## src/rtl/bcm_pkg.sv

```systemverilog
package bcm_pkg;

  typedef enum logic [1:0] {
    ST_IDLE = 2'd0,
    ST_RUN  = 2'd1,
    ST_DONE = 2'd2
  } bcm_state_e;

  // index of the lowest set bit among the low w bits (0 when none)
  function automatic int lowest_one(input logic [63:0] k, input int w);
    for (int i = 0; i < w; i++) begin
      if (k[i]) return i;
    end
    return 0;
  endfunction

  // index of the highest set bit among the low w bits (0 when none)
  function automatic int highest_one(input logic [63:0] k, input int w);
    for (int i = w - 1; i >= 0; i--) begin
      if (k[i]) return i;
    end
    return 0;
  endfunction

  // first set bit strictly above position 'from', -1 when none
  function automatic int next_one(input logic [63:0] k, input int w, input int from);
    for (int i = from + 1; i < w; i++) begin
      if (k[i]) return i;
    end
    return -1;
  endfunction

  function automatic int imax(input int a, input int b);
    return (a > b) ? a : b;
  endfunction

endpackage

```

## src/rtl/bcm_ctrl.sv

```systemverilog
module bcm_ctrl
  import bcm_pkg::*;
#(
  parameter int STEPS = 7,
  parameter int FIRST = 6,
  parameter int LAST  = 12,
  parameter int IDX_W = 5
) (
  input  logic             clk,
  input  logic             rst_n,
  input  logic             in_valid,
  input  logic             out_ready,
  output logic             in_ready,
  output logic             out_valid,
  output logic             load,
  output logic             step,
  output logic [IDX_W-1:0] idx
);

  localparam int CNT_W = $clog2(STEPS + 2);

  bcm_state_e state_q, state_d;
  logic [CNT_W-1:0] run_cnt_q;

  assign in_ready  = (state_q == ST_IDLE) || ((state_q == ST_DONE) && out_ready);
  assign out_valid = (state_q == ST_DONE);
  assign load      = in_valid && in_ready;
  assign step      = (state_q == ST_RUN);

  always_comb begin
    state_d = state_q;
    unique case (state_q)
      ST_IDLE: if (load) state_d = (STEPS == 0) ? ST_DONE : ST_RUN;
      ST_RUN:  if (idx == IDX_W'(LAST)) state_d = ST_DONE;
      ST_DONE: begin
        if (load)           state_d = (STEPS == 0) ? ST_DONE : ST_RUN;
        else if (out_ready) state_d = ST_IDLE;
      end
      default: state_d = ST_IDLE;
    endcase
  end

  always_ff @(posedge clk or negedge rst_n) begin
    if (!rst_n) begin
      state_q   <= ST_IDLE;
      idx       <= '0;
      run_cnt_q <= '0;
    end else begin
      state_q <= state_d;
      if (load) begin
        idx       <= IDX_W'(FIRST);
        run_cnt_q <= '0;
      end else if (step) begin
        idx       <= idx + 1'b1;
        run_cnt_q <= run_cnt_q + 1'b1;
      end
    end
  end


  step_budget_chk: assert property (@(posedge clk) disable iff (!rst_n)
    step |-> (int'(run_cnt_q) < STEPS));


  step_index_chk: assert property (@(posedge clk) disable iff (!rst_n)
    step |-> (idx >= IDX_W'(FIRST)) && (idx <= IDX_W'(LAST)));


  busy_block_chk: assert property (@(posedge clk) disable iff (!rst_n)
    (step || (out_valid && !out_ready)) |-> !in_ready);

endmodule

```

## src/rtl/bcm_datapath.sv

```systemverilog
module bcm_datapath #(
  parameter int             IN_W     = 16,
  parameter int             ACC_W    = 31,
  parameter int             K_W      = 14,
  parameter logic [K_W-1:0] K_BITS   = 14'b01001101000100,
  parameter int             LOAD_SH  = 2,
  parameter int             FIRST    = 6,
  parameter int             IDX_W    = 5,
  parameter bit             HAS_LOOP = 1'b1
) (
  input  logic             clk,
  input  logic             rst_n,
  input  logic             load,
  input  logic             step,
  input  logic [IN_W-1:0]  a_in,
  input  logic [IDX_W-1:0] idx,
  output logic [ACC_W-1:0] acc
);

  logic [ACC_W-1:0] a_ext;
  logic [ACC_W-1:0] addend;
  logic             kbit;

  assign a_ext = {{(ACC_W-IN_W){a_in[IN_W-1]}}, a_in};

  generate
    if (HAS_LOOP) begin : g_loop
      logic [ACC_W-1:0] addend_q;

      always_ff @(posedge clk or negedge rst_n) begin
        if (!rst_n)    addend_q <= '0;
        else if (load) addend_q <= a_ext << FIRST;
        else if (step) addend_q <= addend_q << 1;
      end

      always_comb begin
        kbit = 1'b0;
        for (int i = 0; i < K_W; i++) begin
          if (idx == IDX_W'(i)) kbit = K_BITS[i];
        end
      end

      assign addend = addend_q;
    end else begin : g_noloop
      assign addend = '0;
      assign kbit   = 1'b0;
    end
  endgenerate

  always_ff @(posedge clk or negedge rst_n) begin
    if (!rst_n)            acc <= '0;
    else if (load)         acc <= a_ext << LOAD_SH;
    else if (step && kbit) acc <= acc + addend;
  end


  zero_bit_hold_chk: assert property (@(posedge clk) disable iff (!rst_n)
    (step && !kbit && !load) |=> $stable(acc));

endmodule

```

## src/rtl/bcm_outfmt.sv

```systemverilog
module bcm_outfmt #(
  parameter int ACC_W = 31,
  parameter int SHR   = 14,
  parameter int OUT_W = 16
) (
  input  logic [ACC_W-1:0] acc,
  output logic [OUT_W-1:0] out_data
);

  logic signed [ACC_W-1:0] shifted;

  assign shifted  = $signed(acc) >>> SHR;
  assign out_data = shifted[OUT_W-1:0];

endmodule

```

## src/rtl/base_change_mul.sv

```systemverilog
module base_change_mul
  import bcm_pkg::*;
#(
  parameter int             IN_W     = 16,
  parameter int             IN_FRAC  = 10,
  parameter int             OUT_W    = 16,
  parameter int             OUT_FRAC = 10,
  parameter int             K_W      = 14,
  parameter logic [K_W-1:0] K_BITS   = 14'b01001101000100,
  parameter bit             BYPASS   = 1'b0
) (
  input  logic             clk,
  input  logic             rst_n,
  input  logic             in_valid,
  output logic             in_ready,
  input  logic [IN_W-1:0]  in_a,
  output logic             out_valid,
  input  logic             out_ready,
  output logic [OUT_W-1:0] out_data
);

  localparam int LOW     = lowest_one(64'(K_BITS), K_W);
  localparam int HIGH    = highest_one(64'(K_BITS), K_W);
  localparam int NXT     = next_one(64'(K_BITS), K_W, LOW);
  localparam bit LOOP    = !BYPASS && (NXT >= 0);
  localparam int STEPS   = LOOP ? (HIGH - NXT + 1) : 0;
  localparam int FIRST   = LOOP ? NXT : 0;
  localparam int LAST    = LOOP ? HIGH : 0;
  localparam int LOAD_SH = BYPASS ? K_W : LOW;
  localparam int SHR     = K_W + IN_FRAC - OUT_FRAC;
  localparam int ACC_W   = imax(IN_W + K_W + 1, SHR + OUT_W);
  localparam int IDX_W   = $clog2(K_W + 1) + 1;

  logic             load, step;
  logic [IDX_W-1:0] idx;
  logic [ACC_W-1:0] acc;

  bcm_ctrl #(
    .STEPS (STEPS),
    .FIRST (FIRST),
    .LAST  (LAST),
    .IDX_W (IDX_W)
  ) ctrl_i (
    .clk       (clk),
    .rst_n     (rst_n),
    .in_valid  (in_valid),
    .out_ready (out_ready),
    .in_ready  (in_ready),
    .out_valid (out_valid),
    .load      (load),
    .step      (step),
    .idx       (idx)
  );

  bcm_datapath #(
    .IN_W     (IN_W),
    .ACC_W    (ACC_W),
    .K_W      (K_W),
    .K_BITS   (K_BITS),
    .LOAD_SH  (LOAD_SH),
    .FIRST    (FIRST),
    .IDX_W    (IDX_W),
    .HAS_LOOP (LOOP)
  ) dp_i (
    .clk   (clk),
    .rst_n (rst_n),
    .load  (load),
    .step  (step),
    .a_in  (in_a),
    .idx   (idx),
    .acc   (acc)
  );

  bcm_outfmt #(
    .ACC_W (ACC_W),
    .SHR   (SHR),
    .OUT_W (OUT_W)
  ) fmt_i (
    .acc      (acc),
    .out_data (out_data)
  );


  out_hold_chk: assert property (@(posedge clk) disable iff (!rst_n)
    (out_valid && !out_ready) |=> (out_valid && $stable(out_data)));


  drain_refill_chk: assert property (@(posedge clk) disable iff (!rst_n)
    (out_valid && out_ready && in_valid) |=> (out_valid == (STEPS == 0)));


  bypass_latency_chk: assert property (@(posedge clk) disable iff (!rst_n)
    (BYPASS && in_valid && in_ready) |=> out_valid);

endmodule

```

## config.mk

```make
export PLATFORM = sky130hd
export DESIGN_NAME = base_change_mul
export DESIGN_NICKNAME = d
export VERILOG_FILES = /design/src/rtl/bcm_pkg.sv /design/src/rtl/bcm_ctrl.sv /design/src/rtl/bcm_datapath.sv /design/src/rtl/bcm_outfmt.sv /design/src/rtl/base_change_mul.sv
export SDC_FILE = /design/constraint.sdc
export NUM_CORES = 1
export LEC_CHECK = 0
export ABC_AREA = 1
export BUFFER_PORTS_ARGS = -buffer_cell sky130_fd_sc_hd__buf_4
export CORE_MARGIN = 1.5
export CORE_UTILIZATION = 45
export DETAILED_ROUTE_END_ITERATION = 16
export PLACE_DENSITY = 0.63
export SYNTH_ARGS = -nofsm -noshare
export SYNTH_HDL_FRONTEND = slang
export SYNTH_SLANG_ARGS = --single-unit
export TNS_END_PERCENT = 30
```

## constraint.sdc

```tcl
create_clock -name clk -period 4.6 [get_ports clk]
set_clock_uncertainty 0.05 [all_clocks]
set_input_delay 0.69 -clock clk [delete_from_list [all_inputs] [get_ports clk]]
set_output_delay 0.69 -clock clk [all_outputs]
set_load 0.02 [all_outputs]
```

==> results.yml <==
placed_design:
  place_area_um2: 4590
  hpwl_mm: 8.06
  numPortBuffers: 37
  gp_congestion: 0.935
final_layout:
  diodes: 0
  fin_util_pct: 50.4
  fin_nets: 734
  drive_gt1_share_pct: 8.88
  area_growth_pct: 7.71
  design_area_um2: 4700
clocking:
  clockBufferDepth: 2
  cts_hold_buf: 0
  htreeDepth: 2
  cts_setup_buffers: 0
  cts_buffers: 5
  clockRootBuffer: "clkbuf_8"
  cts_sinks: 55
  cts_tree: "done"
  postCtsResizedCells: 0
  clock_latency_ns: 0.33
  clk_pin_slew_ns: 0.10
synthesis:
  synth_cell_type_count: 34
  synth.top_cells.by_area: "dfrtp_1, nand2_1, inv_1"
  yosysSeqAreaShare_pct: 31.5
  avgSynthCellArea_um2: 6.49
  syn_nets: 721
  synth_top_area_share_pct: 31.5
  syn_inst: 673
  synth_seq_cells: 55
  synth_area_um2: 4370
  yosys_warnings: 0
  synth_top_area_cell: "dfrtp_1"
setup_path:
  worst_setup_path_end_kind: "flop"
  worstPathArrival_ns: 2.96
  critPathMaxStageDelay_ns: 0.67
  critPathSlowestCell: "nand2_1"
  crit_fanout: 42
  critical_path_class: "in2reg"
  required_ns: 4.77
  crit_chain: "buf_4 > inv_1 > nand2_1 > nand2_2 > nor2_4 > buf_4 > inv_2 > nand2_1 > o21ai_0 > inv_1"
  startpoint_type: "input port"
route:
  postRouteWirelength_mm: 10.6
  wl_per_cell_um: 13.0
  first_iter_violations: 199
  vias: 4101
  vias_per_cell: 5.03
  antenna_left: 0
  first_pass_iters: 5
  drc: 0
floorplan:
  die_h_um: 101
  placementRows: 35
  fp.dieW_um: 101
  floorplan.initialDensity_pct: 46.8
  core_area_um2: 9330
  die_area_um2: 10300
  io_pins: 38
sta:
  setup_viol: 0
  hold_viol_final: 0
  rsz0062_at_grt: "false"
  tightest_slew_ns: 0.815
  fmax_mhz: 358
  relSlewSlack_pct: 45.5
  post-route-period-util_pct: 60.7
  setup-tns-final_ns: 0
  slew_viol_final: 0
  period_needed_ns: 2.79
grt:
  grt_antenna_before_repair: 0
  grt_pass1_wl_mm: 18.2
  grt_max_degree: 56
  gr-total-overflow: 0
  track_usage_pct: 22.5
  grt_pass1_vias: 3912
worst_hold_path:
  hp-class: "in2async"
job:
  maxCapViolations: 0
outcome:
  outcome: "complete, no violations"
[per-stage QoR]
| step | worst slack, ns | hold WS [ns] | cells |
|---|---|---|---|
| after detailed placement | 1.47 | 0.475 | 808 |
| after CTS | 1.82 | 0.395 | 816 |
| after global placement | 1.59 | 0.466 | 808 |
| final | 1.81 | 0.355 | 816 |
| after floorplan | 2.83 | 0.344 | 673 |
| after global routing | 1.55 | 0.425 | 816 |
[path summary, 6_finish.rpt]
| check | start | endpoint | cells after the start | slack (ns) |
|---|---|---|---|---|
| setup / recovery | out_ready | dp_i.addend[21] | 10 | 1.81 |
| min in group clk | ctrl_i.idx[3] | ctrl_i.idx[3] | 1 | 0.49 |
| hold reg to reg | ctrl_i.idx[3] | ctrl_i.idx[3] | 1 | 0.49 |
| setup reg to reg | ctrl_i.state_q[1] | dp_i.addend[21] | 8 | 1.91 |
| hold / removal | rst_n | dp_i.acc[19] | 1 | 0.36 |
| max in group asynchronous | rst_n | dp_i.acc[10] | 1 | 3.69 |
[kinds of logic (layout without fill, tap and decap cells)]
kind of cell	after synthesis	count (layout)	share of synthesized area [%]
and+or+nand+nor	343	343	32.8
buffers and inverters	149	163	15.2
AOI/OAI and AO/OA	97	97	12.0
DFF	55	55	31.5
adders and majority gates	28	28	8.20
xor gates and xnor gates	1	1	0.201
[synthesized netlist by cell type (all sizes together)]
cell / n
nand2: 194
nand3: 39
or2: 2
a22oi: 1
buf: 29
dfrtp: 55
nor3: 6
and3: 1
nor4: 2
xnor2: 1
a21oi: 29
ha: 27
o21ai: 51
nand4: 8
clkbuf: 3
nand3b: 6
o221ai: 1
a21boi: 2
and2: 1
inv: 117
o211ai: 1
fa: 1
a31oi: 12
nor2: 84
[registers in the layout (all words and copies together) (netlist names)]
signal and flops:
dp_i.acc 24, dp_i.addend 24, ctrl_i.idx 5, ctrl_i.state_q 2
[routing by layer]
metal  GRT usage (%)  routed length, µm  vias up
met2            37.7               4820       79
li1                -                  -     2123
met5               0                  0        -
met1            30.1               5180     1879
met3            3.38                397       20
met4            7.16                226        0
[critical path: cells and delay by family]
| family | cells | cell delay [ns] |
|---|---|---|
| buffers and inverters | 5 | 0.99 |
| and+or+nand+nor | 4 | 0.85 |
| AOI/OAI and AO/OA | 1 | 0.40 |
[area by class of cell]
cell class | count | area [µm²]
multi-input combinational | 469 | 2320
timing repair buffer | 38 | 285
sequential | 55 | 1380
inverter | 117 | 439
fill | 971 | 4630
clock inverter | 3 | 46.3
tap | 129 | 161
clock buffer | 5 | 68.8
[placed cells by master (no fill, tap or decap), types with 2 or more instances in the layout]
cell type and n:
nand3b_1 6, or2_2 2, inv_1 113, nor3_1 6, nand4_1 8, nand3_1 39
dfrtp_1 55, a31oi_1 11, nor2_4 2, clkbuf_8 5, nor2_1 81, nand2_2 3
nand2_1 190, inv_2 4, nor4_1 2, a21oi_1 29, ha_1 27, buf_4 38
o21ai_0 46, o21ai_1 5
Power is left out: the tool's default activity adds up to more than one toggle a clock period on the data nets, which glitch-free logic cannot reach.
